**src/rtl/gpio_ovr_pkg.sv**
```systemverilog
package gpio_ovr_pkg;

    typedef enum logic [1:0] {
        ADDR_DIR = 2'd0,
        ADDR_OUT = 2'd1,
        ADDR_PIN = 2'd2,
        ADDR_RSV = 2'd3
    } reg_addr_e;

    typedef struct packed {
        logic oe;
        logic lvl;
        logic pu;
        logic die;
    } pin_ctl_t;

endpackage

```
**src/rtl/gpio_regs.sv**
```systemverilog
module gpio_regs #(
    parameter int WIDTH = 8
) (
    input  logic             clk,
    input  logic             rst_n,
    input  logic             bus_we,
    input  logic [1:0]       bus_addr,
    input  logic [WIDTH-1:0] bus_wdata,
    output logic [WIDTH-1:0] dir_q,
    output logic [WIDTH-1:0] out_q
);
    import gpio_ovr_pkg::*;

    typedef struct packed {
        logic [WIDTH-1:0] dir;
        logic [WIDTH-1:0] out;
    } regs_t;

    regs_t regs_d, regs_q;

    always_comb begin
        regs_d = regs_q;
        if (bus_we) begin
            case (reg_addr_e'(bus_addr))
                ADDR_DIR: regs_d.dir = bus_wdata;
                ADDR_OUT: regs_d.out = bus_wdata;
                default:  regs_d = regs_q;
            endcase
        end
    end

    always_ff @(posedge clk or negedge rst_n) begin
        if (!rst_n) regs_q <= '0;
        else        regs_q <= regs_d;
    end

    assign dir_q = regs_q.dir;
    assign out_q = regs_q.out;

    // a direction write is visible one edge later
    a_r2_dir_write: assert property (@(posedge clk) disable iff (!rst_n)
        (bus_we && bus_addr == 2'd0) |=> (dir_q == $past(bus_wdata)));

    // writes to the pin or reserved address leave both registers alone
    a_r10_ro_write: assert property (@(posedge clk) disable iff (!rst_n)
        (bus_we && bus_addr[1]) |=> ($stable(dir_q) && $stable(out_q)));

endmodule

```
**src/rtl/gpio_spi_ovr.sv**
```systemverilog
module gpio_spi_ovr #(
    parameter int WIDTH    = 8,
    parameter int SCK_BIT  = 7,
    parameter int MISO_BIT = 6
) (
    input  logic             spi_en,
    input  logic             spi_master,
    input  logic [WIDTH-1:0] ext_dir_en,
    input  logic [WIDTH-1:0] ext_dir_val,
    output logic [WIDTH-1:0] dir_en_eff,
    output logic [WIDTH-1:0] dir_val_eff
);
    logic force_sck_in;
    logic force_miso_in;

    assign force_sck_in  = spi_en && !spi_master;
    assign force_miso_in = spi_en &&  spi_master;

    for (genvar i = 0; i < WIDTH; i++) begin : g_pin
        if (i == SCK_BIT) begin : g_sck
            assign dir_en_eff[i]  = force_sck_in | ext_dir_en[i];
            assign dir_val_eff[i] = force_sck_in ? 1'b0 : ext_dir_val[i];
        end else if (i == MISO_BIT) begin : g_miso
            assign dir_en_eff[i]  = force_miso_in | ext_dir_en[i];
            assign dir_val_eff[i] = force_miso_in ? 1'b0 : ext_dir_val[i];
        end else begin : g_plain
            assign dir_en_eff[i]  = ext_dir_en[i];
            assign dir_val_eff[i] = ext_dir_val[i];
        end
    end

endmodule

```
**src/rtl/gpio_pin_mux.sv**
```systemverilog
module gpio_pin_mux #(
    parameter int WIDTH = 8
) (
    input  logic [WIDTH-1:0] dir_q,
    input  logic [WIDTH-1:0] out_q,
    input  logic             pull_dis,
    input  logic [WIDTH-1:0] pu_en,
    input  logic [WIDTH-1:0] pu_val,
    input  logic [WIDTH-1:0] dir_en,
    input  logic [WIDTH-1:0] dir_val,
    input  logic [WIDTH-1:0] lvl_en,
    input  logic [WIDTH-1:0] lvl_val,
    input  logic [WIDTH-1:0] die_en,
    input  logic [WIDTH-1:0] die_val,
    output logic [WIDTH-1:0] pad_oe,
    output logic [WIDTH-1:0] pad_out,
    output logic [WIDTH-1:0] pad_pu,
    output logic [WIDTH-1:0] dig_in_en
);
    import gpio_ovr_pkg::*;

    for (genvar i = 0; i < WIDTH; i++) begin : g_pin
        pin_ctl_t ctl;
        always_comb begin
            ctl.oe  = dir_en[i] ? dir_val[i] : dir_q[i];
            ctl.lvl = lvl_en[i] ? lvl_val[i] : out_q[i];
            ctl.pu  = pu_en[i]  ? pu_val[i]
                                : (!ctl.oe && out_q[i] && !pull_dis);
            ctl.die = die_en[i] ? die_val[i] : 1'b1;
        end
        assign pad_oe[i]    = ctl.oe;
        assign pad_out[i]   = ctl.lvl;
        assign pad_pu[i]    = ctl.pu;
        assign dig_in_en[i] = ctl.die;
    end

endmodule

```
**src/rtl/gpio_in_sync.sv**
```systemverilog
module gpio_in_sync #(
    parameter int WIDTH = 8
) (
    input  logic             clk,
    input  logic             rst_n,
    input  logic [WIDTH-1:0] pad_in,
    input  logic [WIDTH-1:0] dig_in_en,
    output logic [WIDTH-1:0] pin_q
);
    typedef struct packed {
        logic [WIDTH-1:0] meta;
        logic [WIDTH-1:0] pin;
    } sync_t;

    sync_t sync_d, sync_q;

    always_comb begin
        sync_d.meta = pad_in & dig_in_en;
        sync_d.pin  = sync_q.meta;
    end

    always_ff @(posedge clk or negedge rst_n) begin
        if (!rst_n) sync_q <= '0;
        else        sync_q <= sync_d;
    end

    assign pin_q = sync_q.pin;

    // a pin whose input gate was closed two edges ago reads 0
    a_r9_gated_zero: assert property (@(posedge clk) disable iff (!rst_n)
        1'b1 |=> ((sync_q.meta & ~$past(dig_in_en)) == '0));

endmodule

```
**src/rtl/gpio_ovr_port.sv**
```systemverilog
module gpio_ovr_port #(
    parameter int WIDTH    = 8,
    parameter int SCK_BIT  = 7,
    parameter int MISO_BIT = 6
) (
    input  logic             clk,
    input  logic             rst_n,
    input  logic             bus_we,
    input  logic [1:0]       bus_addr,
    input  logic [WIDTH-1:0] bus_wdata,
    output logic [WIDTH-1:0] bus_rdata,
    input  logic             pull_dis,
    input  logic             spi_en,
    input  logic             spi_master,
    input  logic [WIDTH-1:0] ovr_pu_en,
    input  logic [WIDTH-1:0] ovr_pu_val,
    input  logic [WIDTH-1:0] ovr_dir_en,
    input  logic [WIDTH-1:0] ovr_dir_val,
    input  logic [WIDTH-1:0] ovr_out_en,
    input  logic [WIDTH-1:0] ovr_out_val,
    input  logic [WIDTH-1:0] ovr_die_en,
    input  logic [WIDTH-1:0] ovr_die_val,
    input  logic [WIDTH-1:0] pad_in,
    output logic [WIDTH-1:0] pad_oe,
    output logic [WIDTH-1:0] pad_out,
    output logic [WIDTH-1:0] pad_pu
);
    import gpio_ovr_pkg::*;

    logic [WIDTH-1:0] dir_q, out_q, pin_q;
    logic [WIDTH-1:0] dir_en_eff, dir_val_eff, dig_in_en;

    gpio_regs #(.WIDTH(WIDTH)) i_regs (
        .clk(clk), .rst_n(rst_n), .bus_we(bus_we), .bus_addr(bus_addr),
        .bus_wdata(bus_wdata), .dir_q(dir_q), .out_q(out_q)
    );

    gpio_spi_ovr #(.WIDTH(WIDTH), .SCK_BIT(SCK_BIT), .MISO_BIT(MISO_BIT)) i_spi (
        .spi_en(spi_en), .spi_master(spi_master),
        .ext_dir_en(ovr_dir_en), .ext_dir_val(ovr_dir_val),
        .dir_en_eff(dir_en_eff), .dir_val_eff(dir_val_eff)
    );

    gpio_pin_mux #(.WIDTH(WIDTH)) i_mux (
        .dir_q(dir_q), .out_q(out_q), .pull_dis(pull_dis),
        .pu_en(ovr_pu_en), .pu_val(ovr_pu_val),
        .dir_en(dir_en_eff), .dir_val(dir_val_eff),
        .lvl_en(ovr_out_en), .lvl_val(ovr_out_val),
        .die_en(ovr_die_en), .die_val(ovr_die_val),
        .pad_oe(pad_oe), .pad_out(pad_out), .pad_pu(pad_pu),
        .dig_in_en(dig_in_en)
    );

    gpio_in_sync #(.WIDTH(WIDTH)) i_sync (
        .clk(clk), .rst_n(rst_n), .pad_in(pad_in),
        .dig_in_en(dig_in_en), .pin_q(pin_q)
    );

    always_comb begin
        case (reg_addr_e'(bus_addr))
            ADDR_DIR: bus_rdata = dir_q;
            ADDR_OUT: bus_rdata = out_q;
            ADDR_PIN: bus_rdata = pin_q;
            default:  bus_rdata = '0;
        endcase
    end

    // slave role keeps the clock pin undriven
    a_r4_sck_slave_in: assert property (@(posedge clk) disable iff (!rst_n)
        (spi_en && !spi_master) |-> !pad_oe[SCK_BIT]);

    // master role keeps the data-in pin undriven
    a_r6_miso_master_in: assert property (@(posedge clk) disable iff (!rst_n)
        (spi_en && spi_master) |-> !pad_oe[MISO_BIT]);

    // no register-derived pull-up on a driven pin
    a_r8_no_pu_when_driven: assert property (@(posedge clk) disable iff (!rst_n)
        ((pad_pu & pad_oe & ~ovr_pu_en) == '0));

    // global disable clears all register-derived pull-ups
    a_r8_pull_dis: assert property (@(posedge clk) disable iff (!rst_n)
        pull_dis |-> ((pad_pu & ~ovr_pu_en) == '0));

    // reserved address reads zero
    a_r10_rsv_zero: assert property (@(posedge clk) disable iff (!rst_n)
        (bus_addr == 2'd3) |-> (bus_rdata == '0));

endmodule

```
**config.mk**
```make
export PLATFORM = sky130hd
export DESIGN_NAME = gpio_ovr_port
export DESIGN_NICKNAME = d
export VERILOG_FILES = /design/src/rtl/gpio_ovr_pkg.sv /design/src/rtl/gpio_regs.sv /design/src/rtl/gpio_spi_ovr.sv /design/src/rtl/gpio_pin_mux.sv /design/src/rtl/gpio_in_sync.sv /design/src/rtl/gpio_ovr_port.sv
export SDC_FILE = /design/constraint.sdc
export NUM_CORES = 1
export LEC_CHECK = 0
export CAP_MARGIN = 40
export CORE_UTILIZATION = 50
export CTS_BUF_LIST = sky130_fd_sc_hd__clkbuf_8
export DETAILED_ROUTE_END_ITERATION = 10
export DONT_BUFFER_PORTS = 1
export GPL_TIMING_DRIVEN = 0
export SETUP_SLACK_MARGIN = 0.05
export SLEW_MARGIN = 0
export SYNTH_ARGS = -nofsm -noshare
export SYNTH_HDL_FRONTEND = slang
export SYNTH_SLANG_ARGS = --single-unit
```
**constraint.sdc**
```tcl
create_clock -name clk -period 1.2 [get_ports clk]
set_input_delay 0.06 -clock clk [delete_from_list [all_inputs] [get_ports clk]]
set_output_delay 0.06 -clock clk [all_outputs]
set_load 0.1 [all_outputs]
```
==> reports/metrics.yaml, run 1 <==
grt_pass1_wl_mm: 7.16
yosysUniqueCellTypes: 15
max_slew.worst_pin.slew_ps: 792
top_layer: "met4"
hp-class: "in -> async"
path_clk_slew_ps: 70
p_leak_nw: 1.22
ys_ff_latch: 32
synth_area_sq_mm: 0.00159
grtUsageTotal_pct: 29.1
synth-edff-count: 0
drt-met1-wl_mm: 1.85
utilization_pct: 90.8
cts_tree: "built"
synth_most_common_cell: "dfrtp_1"
dpl_cell_area_sq_mm: 0.00215
ctsHtreeMaxLevel: 2
synth_area_leaders: "dfrtp_1, mux2_2, mux2i_1"
startpoint_type: "flop"
crit_required_ps: 1140
avgSynthCellArea_sq_um: 10.9
area_growth_syn_to_layout_pct: 73.5
met3_length_microns: 417
final_cell_area_sq_mm: 0.00275
dr_total_vias: 1474
irDropWorstVdd_v: 0.00114
grt_pass1_vias: 1580
wl_per_cell_microns: 22.6
drt_iter0_drc: 47
maxSlewHeadroom_pct: 47.1
grt_antenna_before_repair: 0
synth_ff_type: "dfrtp_1"
wl_mm: 5.64
synthArstFlopShare_pct: 100
initial_core_util_pct: 52.4
violations: "negative setup slack"
clockBufferDepth: 2
hold_viol: 0
crit_arrival_ps: 1740
drive_above_1_share_pct: 48.5
clock-sinks: 32
grt_overflow: 0
yosysTopAreaCell: "dfrtp_1"
powerDensity_mw_per_mm2: 1590
critical_path_class: "reg -> out"
die_area_sq_mm: 0.00340
diodes: 0
worst_slack_ps: -600
drcViolationCount: 0
dr_wl_met2_mm: 3.21
netlist_top_cells_count: "dfrtp_1, nand2_1, mux2_2"
num_rows: 20
numCtsBuffers: 5
fill_cells: 112
core_sq_mm: 0.00303
rsz0062_at_grt: "true"
grt_max_degree: 33
avgViaCountPerCell: 5.90
root_buffer: "clkbuf_8"
finalClockSkew_ps: 9.60
final.min_clock_period_ps: 1800
fmax_mhz: 556
crit_fanout: 2
die_w_microns: 58.3
finalCritPeriodShare_pct: 150
cap_violations: 0
ys_warn_count: 0
hold_ws_ps: 193
io_pins: 120
netlist_instances: 146
dr.pass1.iters: 4
clkLatencyLatePin_ps: 290
synth_top_area_share_pct: 50.5
setup_viol: 26
worstSetupEndpointType: "output pin"
drv_slew: 0
status: "complete, but fails checks"
die_h_microns: 58.3
ant_nets: 0
syn-num-nets: 234
seq_area_frac_synth_pct: 50.5
hpwlAfterDp_mm: 2.91
place_congestion: 0.683
io_buffers: 0
final_nets: 293
## kinds of logic (layout without fill, tap and decap cells)
kind of cell    Yosys count  count (layout)  share of synthesized area (%)
flops                    32              32                           50.5
compound gates           34              34                           13.9
buf+inv                  21              81                           5.68
simple gates             27              27                           7.97
mux                      32              32                           21.9
## sequential cells by signal, indices dropped and copies added (netlist names)
name	flops
i_regs.out_q	8
i_sync.pin_q	8
i_regs.dir_q	8
i_sync.sync_d	8
## metal layers
layer	GRT usage [%]	vias up
met3	7.03	19
met2	55.2	96
met4	11.9	0
met5	0	-
li1	-	625
met1	30.7	734
## layout by cell type, fill, tap and decap left out, drive strengths merged, types with 2 or more instances in the layout
| master | count |
|---|---|
| mux2i | 10 |
| clkbuf | 8 |
| o41ai | 8 |
| a21boi | 8 |
| mux2 | 22 |
| nand2 | 24 |
| o21ai | 16 |
| a21oi | 2 |
| inv | 19 |
| dfrtp | 32 |
| dlygate4sd3 | 28 |
| buf | 26 |
## power breakdown
part	internal, W	switching, W	leakage, nW
clock network	0.000451	0.000418	0.0538
logic	0.000655	0.00153	0.784
registers	0.00122	0.000119	0.386
total	0.00232	0.00206	1.22
## layout make-up
type	count	area (sq um)	share of cell area [%]
Inverter	17	63.8	2.32
Sequential cell	32	801	29.1
Clock buffer	6	82.6	3.00
Tap cell	44	55.1	2.00
Timing Repair Buffer	52	563	20.5
Buffer	4	26.3	0.955
Multi-Input combinational cell	93	1150	41.9
Clock inverter	2	7.51	0.273
## timing repair
item / CTS / global route
gates cloned: 0 / 0
buffers inserted: 9 / 9
pin swaps: 18 / 6
endpoints found under the hold margin: 56 / 1
endpoints found under the setup margin: 31 / 38
hold buffers: 28 / 2
gates resized for setup: 18 / 17
## final timing paths
kind | startpoint | to | slack (ps) | cells past startpoint
hold reg to reg | i_sync.sync_d[7] | i_sync.pin_q[7] | 350 | 0
max in group asynchronous | rst_n | i_regs.out_q[5] | 830 | 2
setup reg to reg | i_regs.dir_q[4] | i_regs.dir_q[4] | 170 | 3
setup / recovery | i_regs.dir_q[6] | pad_pu[6] | -600 | 4
min in group clk | bus_we | i_regs.dir_q[4] | 210 | 2
hold / removal | rst_n | i_regs.dir_q[7] | 190 | 2
## metrics by stage
stage                     instances  TNS [ps]  power [W]  worst slack (ps)
after CTS                       244     -7740    0.00417              -532
after detailed placement        199     -3240    0.00311              -297
final                           250     -9000    0.00438              -600
after floorplan                 146     -6470    0.00293              -813
after global routing            250     -9890    0.00449              -627
after global placement          190     -7620    0.00300              -855
## critical path: stages, from the launching register on
cell and delay [ps]:
dfrtp_1 380, mux2i_2 110, a21oi_4 620, o41ai_4 130, buf_8 200
(Power assumes the default switching activity.)
==> run 2, diff against run 1 <==
--- a/config.mk
+++ b/config.mk
@@ -6,11 +6,14 @@
 export NUM_CORES = 1
 export LEC_CHECK = 0
 export CAP_MARGIN = 40
-export CORE_UTILIZATION = 50
+export CELL_PAD_IN_SITES_DETAIL_PLACEMENT = 1
+export CELL_PAD_IN_SITES_GLOBAL_PLACEMENT = 2
+export CORE_UTILIZATION = 38
 export CTS_BUF_LIST = sky130_fd_sc_hd__clkbuf_8
 export DETAILED_ROUTE_END_ITERATION = 10
 export DONT_BUFFER_PORTS = 1
 export GPL_TIMING_DRIVEN = 0
+export PLACE_DENSITY_LB_ADDON = 0.1
 export SETUP_SLACK_MARGIN = 0.05
 export SLEW_MARGIN = 0
 export SYNTH_ARGS = -nofsm -noshare
==> run 2 against run 1 <==
Effect of this change: the flow still finishes with violations (negative setup slack); non-clock buffer count decreased by 2; via count shrank 6.9%; register-to-register slack lost 20 ps; highest routed layer unchanged.
==> reports/metrics.yaml, run 2 (same netlist as run 1, synthesis figures left out) <==
status: "complete, but fails checks"
violations: "negative setup slack"
core_sq_mm: 0.00400
rsz0062_at_grt: "true"
worstSetupEndpointType: "output pin"
fmax_mhz: 570
reg2reg_setup_slack_ps: 150
cap_violations: 0
grt_pass1_vias: 1485
hp-class: "in -> reg"
grt_max_degree: 33
irDropWorstVdd_v: 0.000848
cts_tree: "built"
finalPower_w: 0.00443
crit_arrival_ps: 1690
wl_per_cell_microns: 17.6
finalClockSkew_ps: 1.09
switching_power_w: 0.00198
dr_total_vias: 1373
grt_antenna_before_repair: 0
clkLatencyLatePin_ps: 280
io_buffers: 0
hpwlAfterDp_mm: 3.07
r2r_end: "i_regs.dir_q[6]"
final_common_cell: "dfrtp_1"
drive_above_1_share_pct: 49.5
die_area_sq_mm: 0.00443
initial_core_util_pct: 39.6
place_ws_ps: -293
diodes: 0
finalCritPeriodShare_pct: 146
fill_cells: 392
die_h_microns: 66.6
p_leak_nw: 1.22
dr.pass1.iters: 4
clock-sinks: 32
io_pins: 120
whs_path_depth: 2
final_nets: 291
path_clk_slew_ps: 70
ant_nets: 0
path_cells: "mux2i_4 -> a21oi_4 -> o41ai_4 -> buf_8"
ctsHtreeMaxLevel: 2
combPwrFrac_pct: 47.5
wl_mm: 4.46
critical_path_class: "reg -> out"
place_congestion: 0.713
clockBufferDepth: 2
crit_fanout: 2
worst_slack_ps: -554
drt_iter0_drc: 20
slowest_delay_ps: 600
maxSlewHeadroom_pct: 48.8
switching_share_pct: 44.7
r2r_cells: 3
drcViolationCount: 0
mostFrequentLayoutCells: "dfrtp_1, dlygate4sd3_1, nand2_1"
grtUsageTotal_pct: 21.2
max_slew.worst_pin.slew_ps: 766
final.min_clock_period_ps: 1750
grt_pass1_wl_mm: 6.73
hold_viol: 0
avgViaCountPerCell: 5.41
p_seq_share_pct: 30.0
crit_required_ps: 1140
startpoint_type: "flop"
grt_overflow: 0
power_frac_clock_pct: 22.4
powerDensity_mw_per_mm2: 1610
numCtsBuffers: 5
r2r-start: "i_regs.dir_q[6]"
die_w_microns: 66.6
crit_slowest_cell: "a21oi_4"
min_from: "bus_we"
setup_viol: 26
root_buffer: "clkbuf_8"
hold_end: "i_regs.out_q[4]"
drv_slew: 0
area_growth_syn_to_layout_pct: 73.2
p_int_w: 0.00245
num_rows: 23
## run 2: cell count changes in the layout (fill, tap and decap cells not counted)
cell,previous run,this run
a21boi_1,6,3
a21boi_0,2,4
buf_4,9,11
buf_6,7,5
a21boi_2,0,1
buf_8,9,8
bufinv_16,0,1
clkbuf_8,6,5
clkinv_2,0,1
dlygate4sd3_1,28,27
inv_1,11,10
## run 2: layout make-up
class	instances	area, sq um	area share (%)
Inverter	17	63.8	2.32
Tap cell	50	62.6	2.28
Buffer	4	26.3	0.957
Multi-Input combinational cell	93	1150	42.1
Clock inverter	3	38.8	1.41
Clock buffer	5	68.8	2.51
Timing Repair Buffer	50	531	19.3
Sequential cell	32	801	29.2
## run 2: worst max path at each step
stage,from,to,slack [ps],cells after the start
after floorplan,i_regs.dir_q[0],pad_pu[0],-810,2
after global placement,i_regs.dir_q[1],pad_pu[1],-850,2
after detailed placement,i_regs.dir_q[7],pad_pu[7],-290,4
after CTS,i_regs.dir_q[7],pad_pu[7],-540,4
after global routing,i_regs.dir_q[6],pad_pu[6],-580,4
final,i_regs.dir_q[6],pad_pu[6],-550,4
## run 2: power by group through the flow
| stage | registers (W) | logic (W) | clock network, W |
|---|---|---|---|
| after floorplan | 0.00130 | 0.00164 | 0 |
| final | 0.00133 | 0.00211 | 0.000994 |
| after CTS | 0.00132 | 0.00208 | 0.00101 |
| after global routing | 0.00135 | 0.00219 | 0.00106 |
| after global placement | 0.00132 | 0.00169 | 0 |
| after detailed placement | 0.00133 | 0.00179 | 0 |
## run 2: critical path, delay by kind of cell (launching register included)
kind            cells  cell delay [ps]
mux                 1              100
flops               1              400
compound gates      2              710
buf+inv             1              200
## run 2: through the flow
stage | util, % | std cells | hold slack (ps) | instance area (sq um) | setup TNS (ps)
after floorplan | - | 146 | -236 | 1960 | -6470
after global placement | 50.7 | 196 | -235 | 2030 | -7520
after detailed placement | 54.0 | 205 | -235 | 2160 | -3160
after CTS | 67.4 | 250 | 216 | 2700 | -8290
after global routing | 68.7 | 254 | 218 | 2750 | -9490
final | 68.7 | 254 | 216 | 2750 | -8350
## run 2: timing repair
item / 4_1_cts / 5_1_grt
endpoints found under the setup margin: 32 / 36
hold endpoints to repair: 56 / 1
hold buffers: 27 / 2
buffers inserted: 10 / 6
pin swaps: 21 / 6
resized for setup: 23 / 9
## run 2: layer usage
metal / wire [microns] / track usage [%]
met4: 39 / 4.79
met5: 0 / 0
met3: 240 / 4.79
met2: 2670 / 41.7
met1: 1510 / 22.3
